### src/rtl/phy_tap_pkg.sv
package phy_tap_pkg;

  // Field layout of the software control word (bit positions are fixed).
  typedef struct packed {
    logic [7:0] rsvd_hi;   // 31:24
    logic       trst_n;    // 23 test reset, active low
    logic       strobe;    // 22 commit on rising edge
    logic       wen;       // 21 write enable
    logic [1:0] rsvd_mid;  // 20:19
    logic [2:0] port;      // 18:16
    logic [7:0] addr;      // 15:8
    logic [7:0] data;      // 7:0
  } ctl_word_t;

  localparam int CTL_W      = 32;
  localparam int PORT_W     = 3;
  localparam int BYTE_W     = 8;
  localparam int CLK_EN_REG = 6;
  localparam int CLK_EN_BIT = 2;

endpackage

### src/rtl/phy_tap_edge.sv
module phy_tap_edge #(
  parameter int SYNC_STAGES = 2
) (
  input  logic clk,
  input  logic rst_n,
  input  logic din,
  output logic rise
);

  // sh_q[SYNC_STAGES-1:0] is the synchroniser, sh_q[SYNC_STAGES] the previous value.
  logic [SYNC_STAGES:0] sh_q;
  logic [SYNC_STAGES:0] sh_d;

  always_comb begin
    sh_d = {sh_q[SYNC_STAGES-1:0], din};
  end

  always_ff @(posedge clk or negedge rst_n) begin
    if (!rst_n) sh_q <= '0;
    else        sh_q <= sh_d;
  end

  assign rise = sh_q[SYNC_STAGES-1] & ~sh_q[SYNC_STAGES];

endmodule

### src/rtl/phy_tap_bank.sv
module phy_tap_bank #(
  parameter int REG_COUNT = 16,
  parameter int TAP_REG   = 6,
  parameter int TAP_BIT   = 2
) (
  input  logic       clk,
  input  logic       rst_n,
  input  logic       clr,
  input  logic       wr_en,
  input  logic [7:0] wr_addr,
  input  logic [7:0] wr_data,
  input  logic [7:0] rd_addr,
  output logic [7:0] rd_data,
  output logic       tap
);

  localparam int         AW    = (REG_COUNT > 1) ? $clog2(REG_COUNT) : 1;
  localparam logic [8:0] LIMIT = 9'(REG_COUNT);

  logic [REG_COUNT-1:0][7:0] regs_q;
  logic [REG_COUNT-1:0][7:0] regs_d;
  logic                      wr_hit;
  logic                      rd_hit;
  logic                      reg_ce;

  assign wr_hit = wr_en && ({1'b0, wr_addr} < LIMIT);
  assign rd_hit = ({1'b0, rd_addr} < LIMIT);
  assign reg_ce = clr | wr_hit;

  always_comb begin
    regs_d = regs_q;
    if (clr)         regs_d = '0;
    else if (wr_hit) regs_d[wr_addr[AW-1:0]] = wr_data;
  end

  always_ff @(posedge clk or negedge rst_n) begin
    if (!rst_n)      regs_q <= '0;
    else if (reg_ce) regs_q <= regs_d;
  end

  assign rd_data = rd_hit ? regs_q[rd_addr[AW-1:0]] : 8'h00;
  assign tap     = regs_q[TAP_REG][TAP_BIT];

endmodule

### src/rtl/phy_tap_top.sv
module phy_tap_top
  import phy_tap_pkg::*;
#(
  parameter int NUM_PORTS   = 2,
  parameter int REG_COUNT   = 16,
  parameter int SYNC_STAGES = 2
) (
  input  logic              clk,
  input  logic              rst_n,
  input  logic              bus_we,
  input  logic [CTL_W-1:0]  bus_wdata,
  input  logic [PORT_W-1:0] rd_port,
  input  logic [7:0]        rd_addr,
  output logic [7:0]        rd_data,
  output logic              phy_clk_en
);

  localparam logic [NUM_PORTS-1:0] TAP_MASK = NUM_PORTS'(1);

  // Reset: asynchronous assert, synchronous release.
  logic [1:0] rst_pipe_q;
  logic       rst_ns;

  always_ff @(posedge clk or negedge rst_n) begin
    if (!rst_n) rst_pipe_q <= 2'b00;
    else        rst_pipe_q <= {rst_pipe_q[0], 1'b1};
  end
  assign rst_ns = rst_pipe_q[1];

  // Control word register.
  ctl_word_t ctl_q;
  ctl_word_t ctl_d;

  always_comb begin
    ctl_d = ctl_q;
    if (bus_we) ctl_d = ctl_word_t'(bus_wdata);
  end

  always_ff @(posedge clk or negedge rst_ns) begin
    if (!rst_ns)     ctl_q <= '0;
    else if (bus_we) ctl_q <= ctl_d;
  end

  logic unused_rsvd;
  assign unused_rsvd = ^{ctl_q.rsvd_hi, ctl_q.rsvd_mid};

  logic test_rst_n;
  logic strobe_rise;
  logic commit;

  assign test_rst_n = ctl_q.trst_n;

  phy_tap_edge #(
    .SYNC_STAGES(SYNC_STAGES)
  ) u_edge (
    .clk  (clk),
    .rst_n(rst_ns),
    .din  (ctl_q.strobe),
    .rise (strobe_rise)
  );

  assign commit = strobe_rise & ctl_q.wen & test_rst_n;

  logic [NUM_PORTS-1:0][7:0] bank_rd;
  logic [NUM_PORTS-1:0]      bank_tap;

  for (genvar p = 0; p < NUM_PORTS; p++) begin : g_port
    phy_tap_bank #(
      .REG_COUNT(REG_COUNT),
      .TAP_REG  (CLK_EN_REG),
      .TAP_BIT  (CLK_EN_BIT)
    ) u_bank (
      .clk    (clk),
      .rst_n  (rst_ns),
      .clr    (~test_rst_n),
      .wr_en  (commit && (ctl_q.port == PORT_W'(p))),
      .wr_addr(ctl_q.addr),
      .wr_data(ctl_q.data),
      .rd_addr(rd_addr),
      .rd_data(bank_rd[p]),
      .tap    (bank_tap[p])
    );
  end

  always_comb begin
    rd_data = 8'h00;
    for (int p = 0; p < NUM_PORTS; p++) begin
      if (rd_port == PORT_W'(p)) rd_data = bank_rd[p];
    end
  end

  assign phy_clk_en = |(bank_tap & TAP_MASK);

endmodule

### config.mk
export PLATFORM = sky130hd
export DESIGN_NAME = phy_tap_top
export DESIGN_NICKNAME = d
export VERILOG_FILES = /design/src/rtl/phy_tap_pkg.sv /design/src/rtl/phy_tap_edge.sv /design/src/rtl/phy_tap_bank.sv /design/src/rtl/phy_tap_top.sv
export SDC_FILE = /design/constraint.sdc
export NUM_CORES = 1
export LEC_CHECK = 0
export ABC_AREA = 1
export BUFFER_PORTS_ARGS = -buffer_cell sky130_fd_sc_hd__buf_2
export CELL_PAD_IN_SITES_DETAIL_PLACEMENT = 2
export CELL_PAD_IN_SITES_GLOBAL_PLACEMENT = 2
export CORE_ASPECT_RATIO = 1.75
export CORE_MARGIN = 1
export CORE_UTILIZATION = 33
export DETAILED_ROUTE_END_ITERATION = 7
export PLACE_DENSITY = 0.76
export SYNTH_ARGS = -nofsm -noshare
export SYNTH_HDL_FRONTEND = slang
export SYNTH_SLANG_ARGS = --single-unit
export TNS_END_PERCENT = 50
### constraint.sdc
create_clock -name clk -period 8.5 [get_ports clk]
set_input_delay 0.425 -clock clk [delete_from_list [all_inputs] [get_ports clk]]
set_output_delay 0.425 -clock clk [all_outputs]
set_load 0.005 [all_outputs]
==> results_dict.tcl, run 1 <==
set metrics [dict create \
    run_status "completed" \
    utilization 0.3715 \
    synth_nets 1942 \
    grt_pass1_vias 14480 \
    num_vias 12790 \
    wl_per_cell_um 21.97 \
    h-tree-depth 1 \
    clk_latency_ns 0.59 \
    start_util 0.3342 \
    path_clk_slew_ns 0.06 \
    fin_tns_setup_ns 0 \
    io_pins 55 \
    drt_iter0_markers 523 \
    vias_per_cell 5.177 \
    synth-warning-count 0 \
    endpoint_kind "primary output" \
    yosysSeqAreaShare 0.4996 \
    antenna_cells 0 \
    grt_antenna_before_repair 0 \
    ys_ff_latch 283 \
    ant_nets 0 \
    async_flop_share 1.000 \
    ir_drop_mv 0.1358 \
    seq_area_sq_um 7086 \
    netlist_top_cells_count "nand2_1, dfrtp_1, nand3_1" \
    finClkSkew_ns 0.03380 \
    totalWireLength_mm 54.27 \
    fp.dieW_um 158.7 \
    gp_congestion 0.8375 \
    synth_top_area_share 0.4996 \
    hold_class "in2reg" \
    numClockSinks 283 \
    dieHeight_um 276.2 \
    maxCapViolCount 0 \
    crit_type "in2out" \
    critPathArrivalTime_ns 3.36 \
    setup_viol_count_final 0 \
    mappedNetlistArea_sq_um 14180 \
    drive_above_1_share 0.08224 \
    syn_inst 1896 \
    power_leakage_nw 7.158 \
    cp.required_ns 8.08 \
    fin_nets 1934 \
    cts_buffer_depth 3 \
    synthTopCellsByArea "dfrtp_1, nand2_1, nand3_1, o21ai_0, inv_1" \
    synth_top_flop_cell "dfrtp_1" \
    grt_max_degree 130 \
    rsz0062_at_grt "false" \
    overflow 0 \
    nFillCells 5039 \
    dieArea_sq_um 43820 \
    cts_buffers 29 \
    route.detailed.drc 0 \
    dp_hpwl_mm 36.59 \
    period_share 0.4457 \
    finalCriticalPeriod_ns 3.788 \
    io_buffers 44 \
    core_area_sq_um 42420 \
    grt_pass1_wl_mm 84.59 \
    row_count 100 \
    cts_root_buf "clkbuf_16" \
    synth.largest_area_cell "dfrtp_1" \
    multi_input_area_sq_um 5977 \
    critPathLaunchType "input pin" \
    ys_types 27 \
    r2r_cells 8 \
    finalMaxSlewViolations 0 \
    slew_headroom 0.1573 \
    powerDensity_nw_per_um2 192.2 \
    grt_util_all_layers 0.2597 \
    worst_slew_pin_slew_ns 1.254 \
    cts_setup_buffers 0 \
    firstDrtPassIters 4 \
    hold_violations 0 \
    clock.fmax_mhz 264.0 \
    post-synth-top-count-cell "nand2_1" \
    cts_tree "built" \
    syn_to_final_growth_pct 11.15 \
    avgSynthCellArea_sq_um 7.477 \
    synth_edf_count 0 \
    holdPathStages 3 \
    worstPathMaxFanout 68 \
]
-- path summary, 6_finish.rpt --
path	startpoint	end	slack, ns
min in group asynchronous	rst_n	rst_pipe_q[1]	0.18
worst min-delay path	bus_wdata[15]	ctl_q[15]	0.05
max in group asynchronous	rst_pipe_q[1]	g_port[0].u_bank.regs_q[84]	6.17
worst max register to register	ctl_q[15]	g_port[0].u_bank.regs_q[114]	5.55
worst max-delay path	rd_addr[0]	rd_data[6]	4.71
worst min register to register	u_edge.sh_q[0]	u_edge.sh_q[1]	0.35
-- kinds of logic after synthesis --
family | count (synthesis) | synth area share
compound gates | 280 | 0.1015
simple gates | 1036 | 0.3077
other cells | 1 | 0.0002645
mux | 14 | 0.01112
flops | 283 | 0.4996
buf+inv | 282 | 0.07988
-- timing repair --
action | 4_1_cts | 5_1_grt
hold buffers | 1 | 0
resized for setup | 0 | 0
endpoints found under the hold margin | 2 | 0
-- state kept, by name, indices dropped and copies added, names as in the netlist --
signal and cells:
ctl_q 21, g_port.u_bank.regs_q 254, u_edge.sh_q 3, test_rst_n 1, rst_pipe_q 2, g_port.u_bank.tap 2
-- cell usage in the layout (no fill, tap or decap), types with 2 or more instances in the layout --
master,count
buf_2,43
buf_4,11
bufinv_16,2
clkbuf_1,5
clkbuf_16,29
clkbuf_8,8
clkinv_2,7
dfrtp_1,282
inv_1,184
inv_4,2
mux2_2,14
nand2_1,792
nand2_4,21
nand3_1,192
nand4_4,2
nor2_1,23
nor3_4,2
o21ai_0,176
o21ai_1,94
o21ai_2,10
-- per-stage QoR --
stage	cell area [sq um]	total power [mW]	std cells	hold slack [ns]	setup slack, ns
floorplan	14180	1.596	1896	0.1294	0.02905
global placement	14790	1.731	2417	0.2106	4.747
detailed placement	14790	1.740	2417	0.2125	4.698
CTS	15760	3.069	2470	0.03056	4.692
global route	15760	3.139	2470	0.04647	4.496
finish	15760	3.028	2470	0.04873	4.712
-- per-layer routing --
layer,part of all wire,track usage
met1,0.38,0.2976
met2,0.52,0.4585
met3,0.028,0.02398
met4,0.069,0.1573
met5,0,0
-- final cells by class --
class	count	share of cell area
sequential	283	0.4497
multi-input combinational	1331	0.3793
clock buffer	42	0.05424
inverter	187	0.04487
tap	561	0.04455
timing repair buffer	56	0.02081
clock inverter	10	0.006512
-- critical path, cell delays in order --
cell and delay, ns:
buf_4 0.36, inv_4 0.63, buf_4 0.71, nand2_1 0.13, nand2_1 0.10, nand2_1 0.10
nand3_1 0.15, nand3_1 0.18, nand2_1 0.15, nand3_1 0.08, nand2_1 0.10, buf_2 0.11
-- report_power, final --
group / switching [mW] / total (mW) / internal, mW / leakage [nW]
registers: 0.0134 / 1.37 / 1.36 / 3.90
logic: 0.272 / 0.336 / 0.0633 / 2.79
clock network: 0.566 / 1.32 / 0.753 / 0.477
Note: power is estimated with default switching activity, not from simulation.
==> inputs of run 2 (changes only) <==
- clock period: 8.5 -> 3.41 ns (I/O delays scaled with it)
==> run 2 against run 1 <==
  * Core utilization rose by 1.1 points
  * Cell area is 3.1% higher
  * Via count rose by 1.6%
  * Critical endpoint is now g_port[1].u_bank.regs_q[15]
  * Total power rose to 2.6 times the previous value
  * Cell count rose by 1.6%
  * Sequential power grew to 2.5 times the previous value
==> results_dict.tcl, run 2 (synthesized netlist as in run 1, its figures left out) <==
set metrics [dict create \
    intPower_mw 5.635 \
    fin_nets 1971 \
    r2r_cells 7 \
    io_buffers 44 \
    highest_layer "met4" \
    run_status "completed" \
    drive_above_1_share 0.08727 \
    layout_common_cells "nand2_1, dfrtp_1, nand3_1" \
    drt_iter0_markers 370 \
    power_frac_seq 0.438 \
    maxCapViolCount 0 \
    wl_per_cell_um 22.17 \
    stdcell_count 2509 \
    cts.repair.resized 0 \
    cp_cell_sequence "inv_4, nor3_4, nand4_4, nand2_8, nand2_1, nand2_1, o21ai_0" \
    critPathArrivalTime_ns 3.06 \
    grt_max_degree 116 \
    dieArea_sq_um 43820 \
    hold_class "in2reg" \
    dp_hpwl_mm 37.85 \
    vias_per_cell 5.179 \
    max_stage_delay_ns 0.58 \
    holdPathStages 3 \
    totalWireLength_mm 55.62 \
    grt_antenna_before_repair 0 \
    finalCriticalPeriod_ns 2.631 \
    ant_nets 0 \
    min-delay-start "bus_we" \
    clk_latency_ns 0.59 \
    pre_cts_ws_ns 0.7917 \
    slew_headroom 0.2982 \
    finClkSkew_ns 0.01807 \
    rr_endpoint "g_port[1].u_bank.regs_q[15]" \
    row_count 100 \
    worst_path_max_delay_cell "nand4_4" \
    drt-met1-wl_mm 21.16 \
    grt_util_all_layers 0.2667 \
    cts_tree "built" \
    setup_viol_count_final 0 \
    comb_power_share 0.113 \
    ir_drop_mv 0.4397 \
    worst_slack_ns 0.7792 \
    dieHeight_um 276.2 \
    overflow 0 \
    route.met3.wl_mm 1.249 \
    mostFrequentLayoutCell "nand2_1" \
    num_vias 13000 \
    grt_pass1_vias 14900 \
    h-tree-depth 1 \
    power_mw 7.830 \
    reg2reg_setup_slack_ns 0.78 \
    multi_input_area_sq_um 5986 \
    powerDensity_nw_per_um2 482.1 \
    met2WireLength_mm 29.43 \
    period_share 0.7715 \
    path_clk_slew_ns 0.06 \
    fp.dieW_um 158.7 \
    grt_pass1_wl_mm 86.53 \
    seq_area_sq_um 7086 \
    antenna_cells 0 \
    hold_end "ctl_q[10]" \
    clock.fmax_mhz 380.1 \
    worst_slew_pin_slew_ns 1.052 \
    cts_buffers 30 \
    largest_register_ff_count 254 \
    io_pins 55 \
    switching_share 0.2803 \
    core_area_sq_um 42420 \
    cts_buffer_depth 3 \
    cts_root_buf "clkbuf_16" \
    critPathLaunchType "flop" \
    cp.required_ns 3.84 \
    regMostFlops "g_port.u_bank.regs_q" \
    numClockSinks 283 \
    fin_tns_setup_ns 0 \
    rsz0062_at_grt "false" \
    hold_violations 0 \
    path_common_cell "nand2_1" \
    finalMaxSlewViolations 0 \
    start_util 0.3342 \
    crit_type "reg2reg" \
    nFillCells 4897 \
    route.detailed.drc 0 \
    firstDrtPassIters 4 \
    endpoint_kind "flop" \
    power_leakage_nw 7.380 \
    syn_to_final_growth_pct 14.58 \
    switchingPower_mw 2.195 \
    gp_congestion 0.8679 \
    worstPathMaxFanout 29 \
    startpoint "test_rst_n" \
    r2r_start "test_rst_n" \
    clkPwrFrac 0.449 \
    reg_top3 "g_port.u_bank.regs_q x254, ctl_q x21, u_edge.sh_q x3" \
    dp.cells 2430 \
]
==> run 2: cell count changes in the layout (fill, tap and decap cells not counted), sizes merged <==
cell and change:
bufinv +2, dlygate4sd3 +23, clkbuf +2, clkinv -1
buf +13
==> run 2: worst max path at each step <==
stage / endpoint / slack [ns] / cells past startpoint
3_3_place_gp: g_port[1].u_bank.regs_q[9] / 0.91 / 8
6_report: g_port[1].u_bank.regs_q[15] / 0.78 / 7
2_1_floorplan: ctl_q[0] / 0.58 / 0
3_5_place_dp: g_port[1].u_bank.regs_q[45] / 0.79 / 7
4_1_cts: g_port[1].u_bank.regs_q[41] / 0.76 / 7
5_1_grt: g_port[1].u_bank.regs_q[11] / 0.60 / 7
==> run 2: per-layer routing <==
layer,GRT usage,up-vias
li1,-,6021
met1,0.2968,6649
met2,0.4811,206
met3,0.01944,119
met4,0.1691,0
met5,0,-
==> run 2: layout make-up <==
class | instances | area share
sequential | 283 | 0.4362
multi-input combinational | 1331 | 0.3685
clock buffer | 44 | 0.05315
timing repair buffer | 92 | 0.04499
inverter | 187 | 0.04352
tap | 561 | 0.04321
clock inverter | 11 | 0.01040
==> run 2: repair_timing <==
item / 4_1_cts / 5_1_grt
setup buffers: 0 / 0
endpoints found under the hold margin: 24 / 0
hold buffers: 24 / 0
==> run 2: power by group through the flow <==
stage          clock network (mW)  logic [mW]  registers, mW
2_1_floorplan                   0       0.461           3.52
3_3_place_gp                    0       0.851           3.49
3_5_place_dp                    0       0.871           3.49
4_1_cts                      3.60       0.895           3.43
5_1_grt                      3.70       0.953           3.43
6_report                     3.52       0.887           3.43
==> run 2: worst max-delay path, delay by kind of cell, from the launching register on <==
family | cells | cell delay (ns)
and+or+nand+nor | 5 | 1.85
buffers and inverters | 1 | 0.06
AOI/OAI and AO/OA | 1 | 0.10
DFF | 1 | 0.41
==> run 2: through the flow <==
step | area, sq um | hold slack (ns) | util
finish | 16240 | 0.1127 | 0.3830
CTS | 16230 | 0.08500 | 0.3827
global route | 16240 | 0.1644 | 0.3830
floorplan | 14180 | -0.1251 | -
global placement | 14960 | -0.04345 | 0.3527
detailed placement | 14960 | -0.03995 | 0.3527
==> inputs of run 3 (changes only) <==
- clock period: 3.41 -> 2.2 ns (I/O delays scaled with it)
==> run 3 against run 2 <==
  * Routed wire length is 3.1% higher
  * Sequential power is 55% higher
  * Cell area is 3.0% higher
  * Clock skew is 0.0042 ns lower
  * Total power is 60% higher
  * Cell count is 1.8% higher
  * Clock power is 63% higher
  * Hold slack worse by 0.053 ns
  * Critical path type is now reg2out
==> results_dict.tcl, run 3 (synthesized netlist as in run 1, its figures left out) <==
set metrics [dict create \
    run_status "completed" \
    grt_util_all_layers 0.2737 \
    cts_buffers 30 \
    path_clk_slew_ns 0.06 \
    worstPathMaxFanout 2 \
    ir_drop_mv 0.5484 \
    h-tree-depth 1 \
    mostFrequentLayoutCell "nand2_1" \
    antenna_cells 0 \
    vias_per_cell 5.207 \
    cp.required_ns 2.09 \
    wl_per_cell_um 22.45 \
    gp_congestion 0.8469 \
    fp.dieW_um 158.7 \
    period_share 0.9540 \
    hold_violations 0 \
    largest_register_ff_count 254 \
    holdWs_ns 0.05975 \
    drive_above_1_share 0.1098 \
    fin_nets 2016 \
    grt_util_met2 0.5037 \
    nFillCells 4920 \
    clock.fmax_mhz 476.4 \
    route.detailed.drc 0 \
    finClkSkew_ns 0.01387 \
    powerDensity_nw_per_um2 749.5 \
    critPathArrivalTime_ns 1.99 \
    io_buffers 44 \
    worst_slack_ns 0.1011 \
    cts_root_buf "clkbuf_16" \
    endpoint_kind "primary output" \
    drt_iter0_markers 482 \
    setup_viol_count_final 0 \
    grt_pass1_vias 15130 \
    cts_setup_buffers 0 \
    reg_top3 "g_port.u_bank.regs_q x254, ctl_q x21, u_edge.sh_q x3" \
    top_usage_layer "met2" \
    pre_cts_ws_ns 0.1234 \
    ant_nets 0 \
    worst_slew_pin_slew_ns 0.8116 \
    firstDrtPassIters 5 \
    core_area_sq_um 42420 \
    syn_to_final_growth_pct 18.01 \
    crit_type "reg2out" \
    cts.repair.resized 0 \
    dp_hpwl_mm 38.34 \
    row_count 100 \
    critPathLaunchType "flop" \
    finalCriticalPeriod_ns 2.099 \
    finalMaxSlewViolations 0 \
    power_leakage_nw 7.671 \
    use_met1 0.3024 \
    start_util 0.3342 \
    overflow 0 \
    maxCapViolCount 0 \
    grt_antenna_before_repair 0 \
    io_pins 55 \
    grt_pass1_wl_mm 89.13 \
    grt_max_degree 129 \
    regMostFlops "g_port.u_bank.regs_q" \
    cts_buffer_depth 3 \
    dieArea_sq_um 43820 \
    totalWireLength_mm 57.36 \
    layout_common_cells "nand2_1, dfrtp_1, nand3_1" \
    met3_usage 0.02069 \
    clk_latency_ns 0.58 \
    slew_headroom 0.4548 \
    numClockSinks 283 \
    dieHeight_um 276.2 \
    cts_tree "built" \
    hold_class "in2reg" \
    num_vias 13310 \
    rsz0062_at_grt "true" \
]
run 3: cell count changes in the layout (fill, tap and decap cells not counted), sizes merged:
| cell | change |
|---|---|
| clkinvlp | +1 |
| bufinv | +2 |
| clkbuf | -2 |
| buf | +45 |
run 3: layout make-up:
type	instances	area (sq um)	share of cell area
clock inverters	14	225.2	0.01346
flip-flops and latches	283	7086	0.4235
inverters	187	706.9	0.04226
clock buffers	42	877.1	0.05243
multi-input cells	1331	5977	0.3573
repair buffers	137	1156	0.06910
well taps	561	701.9	0.04196
run 3: stage by stage:
step / instances / TNS, ns / power [mW] / util / instance area [sq um]
after CTS: 2555 / 0 / 12.70 / 0.3944 / 16730
after floorplan: 1896 / -175.63 / 6.166 / - / 14180
after global placement: 2475 / 0 / 6.848 / 0.3628 / 15390
after global routing: 2555 / -0.06538 / 12.94 / 0.3944 / 16730
final: 2555 / 0 / 12.54 / 0.3944 / 16730
after detailed placement: 2475 / 0 / 6.883 / 0.3628 / 15390
run 3: worst max-delay path, cell delays in order (launching register included):
cell and delay (ns):
dfrtp_1 0.37, inv_1 0.06, nand2_1 0.06, nand3_1 0.21, nand3_1 0.15, nand3_1 0.13, nand2_1 0.14, nand3_1 0.08
nand2_1 0.10, buf_2 0.11
run 3: power by group:
part	internal, mW	leakage [nW]	total (mW)	switching, mW
clock	3.47	0.540	5.73	2.26
sequential	5.26	3.90	5.30	0.0437
combinational	0.386	3.24	1.51	1.12
run 3: final timing paths:
check	slack, ns	endpoint	cells past startpoint	from
setup / recovery	0.10	rd_data[4]	9	g_port[0].u_bank.regs_q[28]
hold / removal	0.06	ctl_q[10]	3	bus_we
setup reg to reg	0.10	g_port[0].u_bank.regs_q[92]	7	u_edge.sh_q[1]
hold reg to reg	0.25	g_port[0].u_bank.regs_q[33]	0	rst_pipe_q[1]
max in group asynchronous	0.99	g_port[0].u_bank.regs_q[102]	2	rst_pipe_q[1]
min in group asynchronous	0.25	g_port[0].u_bank.regs_q[33]	0	rst_pipe_q[1]
run 3: what timing repair did:
item                                    CTS  global route
hold buffers                             24             0
endpoints found under the hold margin    24             0
endpoints found under the setup margin    0             4
run 3: per-layer routing:
layer  vias up  part of all wire
met2       211              0.54
met5         -                 0
li1       6114                 -
met4         0             0.062
met1      6843              0.38
met3       137             0.020
